==> src/rtl/rtcfe_pkg.sv <==
package rtcfe_pkg;
  localparam int BYTE_W     = 8;
  localparam int TIME_BYTES = 7;
  localparam int REG_COUNT  = 10;
  localparam int ADDR_W     = $clog2(REG_COUNT);
  localparam int TADDR_W    = $clog2(TIME_BYTES);
  localparam int TIME_W     = TIME_BYTES * BYTE_W;

  typedef logic [ADDR_W-1:0] regAddr_t;

  localparam regAddr_t ADDR_CTRL    = regAddr_t'(TIME_BYTES);
  localparam regAddr_t ADDR_TRICKLE = regAddr_t'(TIME_BYTES + 1);
  localparam regAddr_t ADDR_FLAG    = regAddr_t'(TIME_BYTES + 2);
  localparam regAddr_t ADDR_TLIMIT  = regAddr_t'(TIME_BYTES);
  localparam logic [BYTE_W-1:0] LAST_REG = BYTE_W'(REG_COUNT - 1);

  // strobes from control to datapath
  typedef struct packed {
    logic     snapTake;
    logic     regWrite;
    logic     timeWrite;
    regAddr_t addr;
  } ctrlStrobe_t;
endpackage

==> src/rtl/rtcfe_ctrl.sv <==
module rtcfe_ctrl
  import rtcfe_pkg::*;
(
  input  logic              clk,
  input  logic              rst,
  input  logic              evStart,
  input  logic              evStop,
  input  logic              ptrLoad,
  input  logic [BYTE_W-1:0] ptrData,
  input  logic              rdByte,
  input  logic              wrByte,
  output ctrlStrobe_t       stb
);
  regAddr_t ptrQ;
  regAddr_t loadVal;
  regAddr_t incVal;
  logic     access;
  logic     atWrapPoint;

  assign access      = (rdByte || wrByte) && !ptrLoad;
  assign atWrapPoint = (ptrQ == ADDR_CTRL) || (ptrQ == ADDR_FLAG);
  assign loadVal     = (ptrData > LAST_REG) ? '0 : ptrData[ADDR_W-1:0];
  assign incVal      = atWrapPoint ? '0 : ptrQ + regAddr_t'(1);

  always_ff @(posedge clk) begin
    if (rst)          ptrQ <= '0;
    else if (ptrLoad) ptrQ <= loadVal;
    else if (access)  ptrQ <= incVal;
  end

  always_comb begin
    stb.addr      = ptrQ;
    stb.regWrite  = wrByte && !ptrLoad;
    stb.timeWrite = wrByte && !ptrLoad && (ptrQ < ADDR_TLIMIT);
    stb.snapTake  = evStart || evStop || (access && atWrapPoint);
  end
endmodule

==> src/rtl/rtcfe_dpath.sv <==
module rtcfe_dpath
  import rtcfe_pkg::*;
(
  input  logic               clk,
  input  logic               rst,
  input  ctrlStrobe_t        stb,
  input  logic [TIME_W-1:0]  liveTime,
  input  logic [BYTE_W-1:0]  wrData,
  input  logic               oscStopIn,
  output logic [BYTE_W-1:0]  rdData,
  output logic               timeWrEn,
  output logic [TADDR_W-1:0] timeWrAddr,
  output logic [BYTE_W-1:0]  timeWrData,
  output logic [BYTE_W-1:0]  ctrlReg,
  output logic [BYTE_W-1:0]  trickleReg,
  output logic [TIME_W-1:0]  snapAll
);
  logic [BYTE_W-1:0] snapArr [TIME_BYTES];
  logic              oscFlag;

  for (genvar g = 0; g < TIME_BYTES; g++) begin : gSnap
    always_ff @(posedge clk) begin
      if (rst)               snapArr[g] <= '0;
      else if (stb.snapTake) snapArr[g] <= liveTime[g*BYTE_W +: BYTE_W];
    end
    assign snapAll[g*BYTE_W +: BYTE_W] = snapArr[g];
  end

  always_ff @(posedge clk) begin
    if (rst) begin
      timeWrEn   <= 1'b0;
      timeWrAddr <= '0;
      timeWrData <= '0;
    end else begin
      timeWrEn <= stb.timeWrite;
      if (stb.timeWrite) begin
        timeWrAddr <= stb.addr[TADDR_W-1:0];
        timeWrData <= wrData;
      end
    end
  end

  always_ff @(posedge clk) begin
    if (rst) begin
      ctrlReg    <= '0;
      trickleReg <= '0;
      oscFlag    <= 1'b0;
    end else begin
      if (stb.regWrite && stb.addr == ADDR_CTRL)    ctrlReg    <= wrData;
      if (stb.regWrite && stb.addr == ADDR_TRICKLE) trickleReg <= wrData;
      if (oscStopIn)                                oscFlag    <= 1'b1;
      else if (stb.regWrite && stb.addr == ADDR_FLAG) oscFlag  <= wrData[BYTE_W-1];
    end
  end

  always_comb begin
    rdData = '0;
    if (stb.addr < ADDR_TLIMIT) rdData = snapArr[stb.addr[TADDR_W-1:0]];
    else begin
      case (stb.addr)
        ADDR_CTRL:    rdData = ctrlReg;
        ADDR_TRICKLE: rdData = trickleReg;
        ADDR_FLAG:    rdData = {oscFlag, {(BYTE_W-1){1'b0}}};
        default:      rdData = '0;
      endcase
    end
  end
endmodule

==> src/rtl/rtc_reg_front.sv <==
module rtc_reg_front
  import rtcfe_pkg::*;
(
  input  logic               clk,
  input  logic               rst,
  input  logic               evStart,
  input  logic               evStop,
  input  logic               ptrLoad,
  input  logic [BYTE_W-1:0]  ptrData,
  input  logic               rdByte,
  input  logic               wrByte,
  input  logic [BYTE_W-1:0]  wrData,
  input  logic [TIME_W-1:0]  liveTime,
  input  logic               oscStopIn,
  output logic [BYTE_W-1:0]  rdData,
  output logic               timeWrEn,
  output logic [TADDR_W-1:0] timeWrAddr,
  output logic [BYTE_W-1:0]  timeWrData,
  output logic [BYTE_W-1:0]  ctrlReg,
  output logic [BYTE_W-1:0]  trickleReg
);
  ctrlStrobe_t       stb;
  logic [TIME_W-1:0] snapAll;

  rtcfe_ctrl u_ctrl (
    .clk(clk), .rst(rst), .evStart(evStart), .evStop(evStop),
    .ptrLoad(ptrLoad), .ptrData(ptrData), .rdByte(rdByte),
    .wrByte(wrByte), .stb(stb)
  );

  rtcfe_dpath u_dpath (
    .clk(clk), .rst(rst), .stb(stb), .liveTime(liveTime),
    .wrData(wrData), .oscStopIn(oscStopIn), .rdData(rdData),
    .timeWrEn(timeWrEn), .timeWrAddr(timeWrAddr), .timeWrData(timeWrData),
    .ctrlReg(ctrlReg), .trickleReg(trickleReg), .snapAll(snapAll)
  );
endmodule

==> config.mk <==
export PLATFORM = sky130hd
export DESIGN_NAME = rtc_reg_front
export DESIGN_NICKNAME = d
export VERILOG_FILES = /design/src/rtl/rtcfe_pkg.sv /design/src/rtl/rtcfe_ctrl.sv /design/src/rtl/rtcfe_dpath.sv /design/src/rtl/rtc_reg_front.sv
export SDC_FILE = /design/constraint.sdc
export NUM_CORES = 1
export LEC_CHECK = 0
export ABC_AREA = 1
export CAP_MARGIN = 30
export CORE_AREA = 2 2 98 100
export CTS_CLUSTER_SIZE = 8
export DETAILED_ROUTE_END_ITERATION = 12
export DIE_AREA = 0 0 100 102
export PLACE_DENSITY = 0.79
export SYNTH_ARGS = -nofsm -noshare
export SYNTH_HDL_FRONTEND = slang
export SYNTH_SLANG_ARGS = --single-unit
==> constraint.sdc <==
create_clock -name clk -period 5.4 [get_ports clk]
set_input_delay 1.62 -clock clk [delete_from_list [all_inputs] [get_ports clk]]
set_output_delay 1.62 -clock clk [all_outputs]
set_load 0.02 [all_outputs]
## Word-level counts from Yosys, hierarchy flattened

Memory sizes are Yosys's and may differ from the RTL's. A register that Yosys moved wholly into a read port is not among the register bits.
Cells that the tools add are included.

- Reduce and logical (&&, ||, !) cells: 14
- Equal/unequal tests: 3
- Multiplexer cells: 22
- Order comparisons: 2
- Bitwise gates (word level): 7
- $add $sub $neg: 1

Operators with widths:

| kind | count |
|---|---|
| two-way mux 8 bit | 8 |
| case mux 8 bit (3 select lines) | 1 |
| two-way mux 4 bit | 4 |
| == test 4 bit, second input constant | 2 |
| greater-than comparator 8 x 4 -> 1 bit, second input constant | 1 |
| logical AND 1 bit | 7 |
| two-way mux 1 bit | 7 |
| bitwise OR 1 bit | 7 |
| two-way mux 3 bit | 2 |
| adder 4 x 1 -> 4 bit, second input constant | 1 |
| == test 4 x 3 -> 1 bit, second input constant | 1 |
| logical OR 1 bit | 4 |
| less-than comparator 4 x 3 -> 1 bit, second input constant | 1 |
| nonzero test 2 bit | 2 |
| logical NOT 1 bit | 1 |

- Output and inout port bits: 36
- Input port bits: 80
- Word-level logic and storage cells: 57
- Bits in writable memories: 56
- Flip-flop bits (word level): 33
- Memories: 1

Memories:

| name | words | width | read ports | clocked after Yosys merged registers in | write ports | line | source |
|---|---|---|---|---|---|---|---|
| u_dpath.snapArr | 7 | 8 | 1 | 1 | 7 | rtcfe_dpath.sv:18 | `logic [BYTE_W-1:0] snapArr [TIME_BYTES];` |

## Longest topological paths before layout

Gate-level depths: netlist of run 1.

- Depth after elaboration: 8
- Mapped depth: 10
- Gate-level depth less buffers: 8

## Hierarchy

A second synthesis of run 1 with hierarchy kept.

- Cell total of the unflattened synthesis: 542
- Area total of the unflattened synthesis: 4357.9 µm²

Modules (own cells, without submodules):

| module | area each (µm²) | cells each | sequential area each (µm²) | times used |
|---|---|---|---|---|
| rtcfe_dpath | 3981.3 | 475 | 2262.2 | 1 |
| rtcfe_ctrl | 376.6 | 67 | 80.1 | 1 |

## Least setup slack after synthesis of run 1

Ideal clock, no wire load.

- Kind: input port to flip-flop
- From: input rst
- To: memory u_dpath.snapArr[0][0], enable pin
- Setup time: 0.895 ns
- Path buffers: 1
- Slack: 1.002 ns
- Cell stages on the path: 3
- Arrival time: 3.503 ns
- Data required time: 4.505 ns
- Cell sequence: inv_1 buf_1 nand4_1

RTL lines:

| item | line | source |
|---|---|---|
| from (decl) | rtc_reg_front.sv:5 | `input logic rst,` |
| to (decl) | rtcfe_dpath.sv:18 |  |

==> impl_results.md, run 1 <==
- Outcome: finished, final reports clean
- Total Routed Length: 10.9 mm
- CTS tree: yes
- Sequential share of power: 50.7%
- Lkg Pwr: 2.74 nW
- Critical Path Sink Type: primary output
- Final setup skew: 11.7 ps
- Int Power: 1.22 mW
- CTS buffer count: 9
- Register area share after synthesis: 54.7%
- Maximum vdd ir drop: 0.124 mV
- Hpwl dp: 7.72 mm
- Crit path max fanout: 25
- Detailed Route Iter0 Violations: 217
- Post-CTS Resized: 0
- RSZ-0062 raised after global routing: no
- Share of cells above drive strength 1: 3.53%
- PD cells: 276 nW/um2
- Clock-pin slew on the worst setup and hold paths: 100 ps
- CP required: 3780 ps
- Critical path arrival: 3140 ps
- Tcrit/Tclk final: 88.2%
- Fin cells: 790
- Largest net degree at the start of global routing: 57
- Total Routing Usage GR: 21.9%
- Final net count: 757
- DRC Markers: 0
- Initial antenna violation count: 0
- Synth area leader: edfxtp_1
- Setup tns final: 0 ps
- #FFs+latches synth: 92
- Area growth syn-to-layout: 32.7%
- GP Congestion: 0.918
- Synth Flop Type: edfxtp_1
- Final core utilization: 64.0%
- Most common cell in the synthesized netlist: nor2_1
- Slew of the pin with the lowest slew margin: 920 ps
- Gr ovfl total: 0
- Post-CTS setup repair buffer count: 0
- # fillers: 770
- Post-Place Cells: 774
- Fin. max-slew vios: 0
- TritonRoute pass-1 iters: 5
- Max cap viols: 0
- Min cycle time layout: 4760 ps
- Vias in the first global route: 3855
- Sw power: 0.391 mW
- Vias/cell: 4.94
- Worst hold path type: reg2reg
- Initial core utilization: 48.2%
- Die area: 10200 um2
- Gate Count Post-Synth: 565
- Clk network pwr share: 34.7%
- Netlist Area Pre-Place: 4390 um2
- Clock latency on the worst-skew pair: 380 ps
- Ys async rst share: 0%
- Mapped Nets: 648
- Clk root buf: clkbuf_8
- Final ANT Viol Nets: 0
- Yosys Warn Count: 0
- Library cells used by synthesis: 22
- Final Hold Slack: 478 ps
- WS Path Type: reg2out
- Switching share of power: 24.3%
- Setup crit start kind: register
- Die H: 102 um
- Avg WL per Cell: 13.8 um
- Final Hold Fails: 0
- Comb power frac: 14.6%
- Slew headroom: 38.5%
- CTS Sinks: 92
- Buffer levels on the longest clock path: 2
- # H-tree levels: 3
- Core area: 9110 um2
- Die W: 100 um
- Global-route wire length before repair: 17.3 mm
- Setup Viol. Count Final: 0
- Cts hold-fix bufs: 0
- Site row count: 35
- Post-synth EDFFs: 56
- DR vias: 3903
- Syn Area/Cell: 7.77 um2
- Ports: 116
- Diode count: 0
- Synth top area share: 38.3%
- Largest cells by area after synthesis: edfxtp_1 (38%), dfxtp_1 (16%), nor2_1 (11%)
- Commonest cells in the netlist: nor2_1 (128), nand2_1 (122), inv_1 (105)
- Maximum clock rate: 0.210 GHz
- IO Port Bufs: 115
==> final cells by class <==
type	instances	area [um2]	area share [%]
Clock buffer	9	124	2.12
Inverter	109	409	7.02
Tap cell	111	139	2.38
Timing Repair Buffer	116	1160	19.9
Clock inverter	7	121	2.08
Sequential cell	92	2400	41.2
Multi-Input combinational cell	346	1480	25.3
==> sequential cells by signal (all words and copies together), names as in the netlist, named ones only <==
| signal | cells |
|---|---|
| u_dpath.snapArr | 56 |
| u_dpath.ctrlReg | 8 |
| u_dpath.timeWrData | 8 |
| u_dpath.trickleReg | 8 |
| u_ctrl.ptrQ | 4 |
| u_dpath.timeWrAddr | 3 |
| u_dpath.oscFlag | 1 |
| u_dpath.timeWrEn | 1 |
==> metal layers <==
metal	global-route usage [%]	vias up	routed length (um)
li1	-	1945	-
met1	26.1	1777	4350
met2	38.0	153	5430
met3	3.83	28	678
met4	11.9	0	407
met5	0	-	0
==> path summary, 6_finish.rpt <==
path / start / to / slack, ps / depth (start not counted)
setup / recovery: register / rdData[0] / 640 / 7
hold / removal: u_dpath.ctrlReg[7]$_SDFFE_PP0P_ / u_dpath.ctrlReg[7]$_SDFFE_PP0P_ / 480 / 2
setup reg to reg: u_ctrl.ptrQ[0]$_SDFFE_PP0N_ / u_dpath.timeWrData[6]$_SDFFE_PP0P_ / 3130 / 7
hold reg to reg: u_dpath.ctrlReg[7]$_SDFFE_PP0P_ / u_dpath.ctrlReg[7]$_SDFFE_PP0P_ / 480 / 2
==> cell families (layout without fill, tap and decap cells) <==
| group | count (synthesis) | in the layout | share of synthesized area, % |
|---|---|---|---|
| adders and majority gates | 3 | 3 | 0.855 |
| DFF | 92 | 92 | 54.7 |
| buffers and inverters | 127 | 241 | 11.8 |
| and+or+nand+nor | 293 | 293 | 26.7 |
| AOI/OAI and AO/OA | 50 | 50 | 5.98 |
==> cell usage in the layout (no fill, tap or decap) <==
cell             netlist  routed
a21boi_0               3       3
nand3b_1               1       1
clkinvlp_2             0       1
nand2_2                0       1
nand3_1               35      35
o211a_1                1       1
buf_4                  1       1
inv_2                  2       2
ha_1                   3       3
clkinv_4               0       1
bufinv_16              0       3
dfxtp_1               36      36
clkinv_1               2       2
clkbuf_8               0       9
inv_1                105     105
inv_6                  0       2
nand2_1              122     121
nor2_1               128     128
clkdlybuf4s50_1        0     115
nand4_1                3       3
a21oi_1               10      10
o21ai_0               36      36
nor2_2                 2       2
nand3_2                2       2
edfxtp_1              56      56
==> critical path, stage by stage, from the launching register on <==
cell             delay (ps)
dfxtp_1                 860
inv_1                   590
nand2_1                 200
nand3_1                  80
nand2_1                  80
nand2_1                  50
a21boi_0                250
clkdlybuf4s50_1         660
==> power by group through the flow <==
stage	clock (mW)	sequential [mW]	combinational [mW]
global placement	0	0.829	0.229
floorplan	0	0.827	0.116
global route	0.589	0.819	0.260
CTS	0.560	0.815	0.235
finish	0.557	0.815	0.234
detailed placement	0	0.830	0.233
==> metrics by stage <==
| step | instance area [um2] | setup WS (ps) | power (mW) |
|---|---|---|---|
| final | 5830 | 638 | 1.61 |
| after global routing | 5830 | 419 | 1.67 |
| after CTS | 5830 | 706 | 1.61 |
| after detailed placement | 5580 | 1140 | 1.06 |
| after global placement | 5580 | 1240 | 1.06 |
| after floorplan | 4390 | 1000 | 0.943 |
Power figures use the tool's default switching activity.
==> run 2: changes to the inputs <==
Settings changed: SLEW_MARGIN from default to 20.
==> run 2 against run 1 <==
Against the previous run: clock skew decreased by 1.6 ps; clock-buffer cell count is the same; power is 0.19% higher; cell count up 0.13%; register-to-register slack got worse by 40 ps; worst setup slack improved by 40 ps; combinational power hardly changed; fmax is 0.85% higher; hold slack improved by 1.9 ps; sequential cell count did not move; critical path type unchanged.
==> impl_results.md, run 2 (same netlist as run 1, synthesis figures left out) <==
- HP Start: u_dpath.ctrlReg[7]$_SDFFE_PP0P_
- # fillers: 768 (-0.26%)
- Hold path depth: 2 (unchanged)
- Maximum vdd ir drop: 0.125 mV (+0.90%)
- Initial antenna violation count: 0 (unchanged)
- Die area: 10200 um2 (unchanged)
- Fin. max-slew vios: 0 (unchanged)
- Detailed Route Iter0 Violations: 261 (+20%)
- Final Hold Slack: 480 ps (+1.92 ps)
- Most frequent cells in the layout: nor2_1 (128), nand2_1 (121), clkdlybuf4s50_1 (115), inv_1 (105), edfxtp_1 (56)
- Diode count: 0 (unchanged)
- Reg2reg start: u_ctrl.ptrQ[0]$_SDFFE_PP0N_
- Worst hold path type: reg2reg
- Clock-pin slew on the worst setup and hold paths: 90 ps (about the same)
- Most flops, register: u_dpath.snapArr
- Final net count: 758 (+0.13%)
- Critical Path Sink Type: primary output
- Avg WL per Cell: 13.9 um (+0.65%)
- CP required: 3780 ps (about the same)
- Outcome: finished, final reports clean
- Slew of the pin with the lowest slew margin: 822 ps (-97.5 ps)
- Area growth syn-to-layout: 33.2%
- WS Path Type: reg2out
- FF+latch area: 2400 um2 (unchanged)
- Maximum clock rate: 0.212 GHz (+0.85%)
- Die W: 100 um (unchanged)
- # H-tree levels: 3 (unchanged)
- Setup tns final: 0 ps (unchanged)
- Lkg Pwr: 2.75 nW (+0.35%)
- Final Hold Fails: 0 (unchanged)
- Tcrit/Tclk final: 87.4% (-0.74 points)
- Buffer levels on the longest clock path: 2 (unchanged)
- Worst r2r dst: u_dpath.timeWrData[6]$_SDFFE_PP0P_
- Share of cells above drive strength 1: 3.68% (+0.14 points)
- R2R depth: 7 (unchanged)
- Critical path arrival: 3100 ps (-40 ps)
- Clk root buf: clkbuf_8
- Total Routing Usage GR: 21.9% (unchanged)
- Reg2reg setup slack: 3090 ps (-40 ps)
- Clock latency on the worst-skew pair: 370 ps (about the same)
- Max reg flops: 56 (unchanged)
- Vias in the first global route: 3855 (unchanged)
- Setup crit start kind: register
- Largest net degree at the start of global routing: 57 (unchanged)
- Cts hold-fix bufs: 0 (unchanged)
- Multi-input gate area: 1480 um2 (unchanged)
- Post-CTS Resized: 0 (unchanged)
- Setup Viol. Count Final: 0 (unchanged)
- Post-CTS setup repair buffer count: 0 (unchanged)
- TritonRoute pass-1 iters: 5 (unchanged)
- PD cells: 275 nW/um2 (-0.15%)
- CTS Sinks: 92 (unchanged)
- DRC Markers: 0 (unchanged)
- Crit path max fanout: 25 (unchanged)
- Commonest non-fill, non-tap cell in the layout: nor2_1
- Initial core utilization: 48.2% (unchanged)
- DR vias: 3914 (+0.28%)
- Min cycle time layout: 4720 ps (-40.2 ps)
- CTS buffer count: 9 (unchanged)
- Vias/cell: 4.95 (+0.16%)
- Total Routed Length: 11.0 mm (+0.78%)
- CTS tree: yes
- Final core utilization: 64.2% (+0.22 points)
- Ports: 116 (unchanged)
- RSZ-0062 raised after global routing: no
- Hpwl dp: 7.72 mm (unchanged)
- Core area: 9110 um2 (unchanged)
- Final setup skew: 10.1 ps (-1.59 ps)
- Hold endpoint: u_dpath.ctrlReg[7]$_SDFFE_PP0P_
- Max cap viols: 0 (unchanged)
- Tot Pwr: 1.61 mW (+0.19%)
- Gr ovfl total: 0 (unchanged)
- Final ANT Viol Nets: 0 (unchanged)
- Site row count: 35 (unchanged)
- Slew headroom: 45.1% (+6.7 points)
- IO Port Bufs: 115 (unchanged)
- Die H: 102 um (unchanged)
- GP Congestion: 0.918 (unchanged)
- Global-route wire length before repair: 17.3 mm (unchanged)
-- run 2: cell count changes in the layout (fill, tap and decap cells not counted) --
cell / delta
buf_12: +1
-- run 2: per-stage QoR --
stage                     setup WS [ps]  cells  cell area, um2
final                               678    791            5850
after detailed placement           1140    774            5580
after floorplan                    1000    565            4390
after CTS                           706    790            5830
after global placement             1240    774            5580
after global routing                419    791            5850
-- run 2: cell type report --
type,instances,area share [%]
inverter,109,6.99
sequential,92,41.1
tap,111,2.37
timing repair buffer,117,20.1
multi-input combinational,346,25.2
clock inverter,7,2.07
clock buffer,9,2.12
-- run 2: worst max-delay path, cell delays in order (launching register included) --
cell and delay [ps]:
dfxtp_1 850, inv_1 590, nand2_1 190, nand3_1 80, nand2_1 80, nand2_1 50, a21boi_0 230, clkdlybuf4s50_1 650
-- run 2: worst max-delay path by stage --
stage                                     endpoint  cells after the start
2_1_floorplan  u_dpath.snapArr[0][0]$_SDFFCE_PN0P_                      3
3_3_place_gp                             rdData[4]                      7
3_5_place_dp                             rdData[4]                      7
4_1_cts                                  rdData[4]                      7
5_1_grt                                  rdData[4]                      7
6_report                                 rdData[0]                      7
-- run 2: power by group --
part	switching, mW	total, mW	internal (mW)	leakage, nW
registers	0.0234	0.815	0.792	0.922
logic	0.122	0.236	0.115	1.70
clock network	0.248	0.558	0.310	0.120
total	0.392	1.61	1.22	2.75
-- run 2: metal layers --
layer / wire, um / GRT usage [%] / vias up
met5: 0 / 0 / -
met4: 415 / 11.9 / 0
met3: 608 / 3.83 / 29
met2: 5420 / 38.0 / 158
met1: 4510 / 26.1 / 1781
li1: - / - / 1946
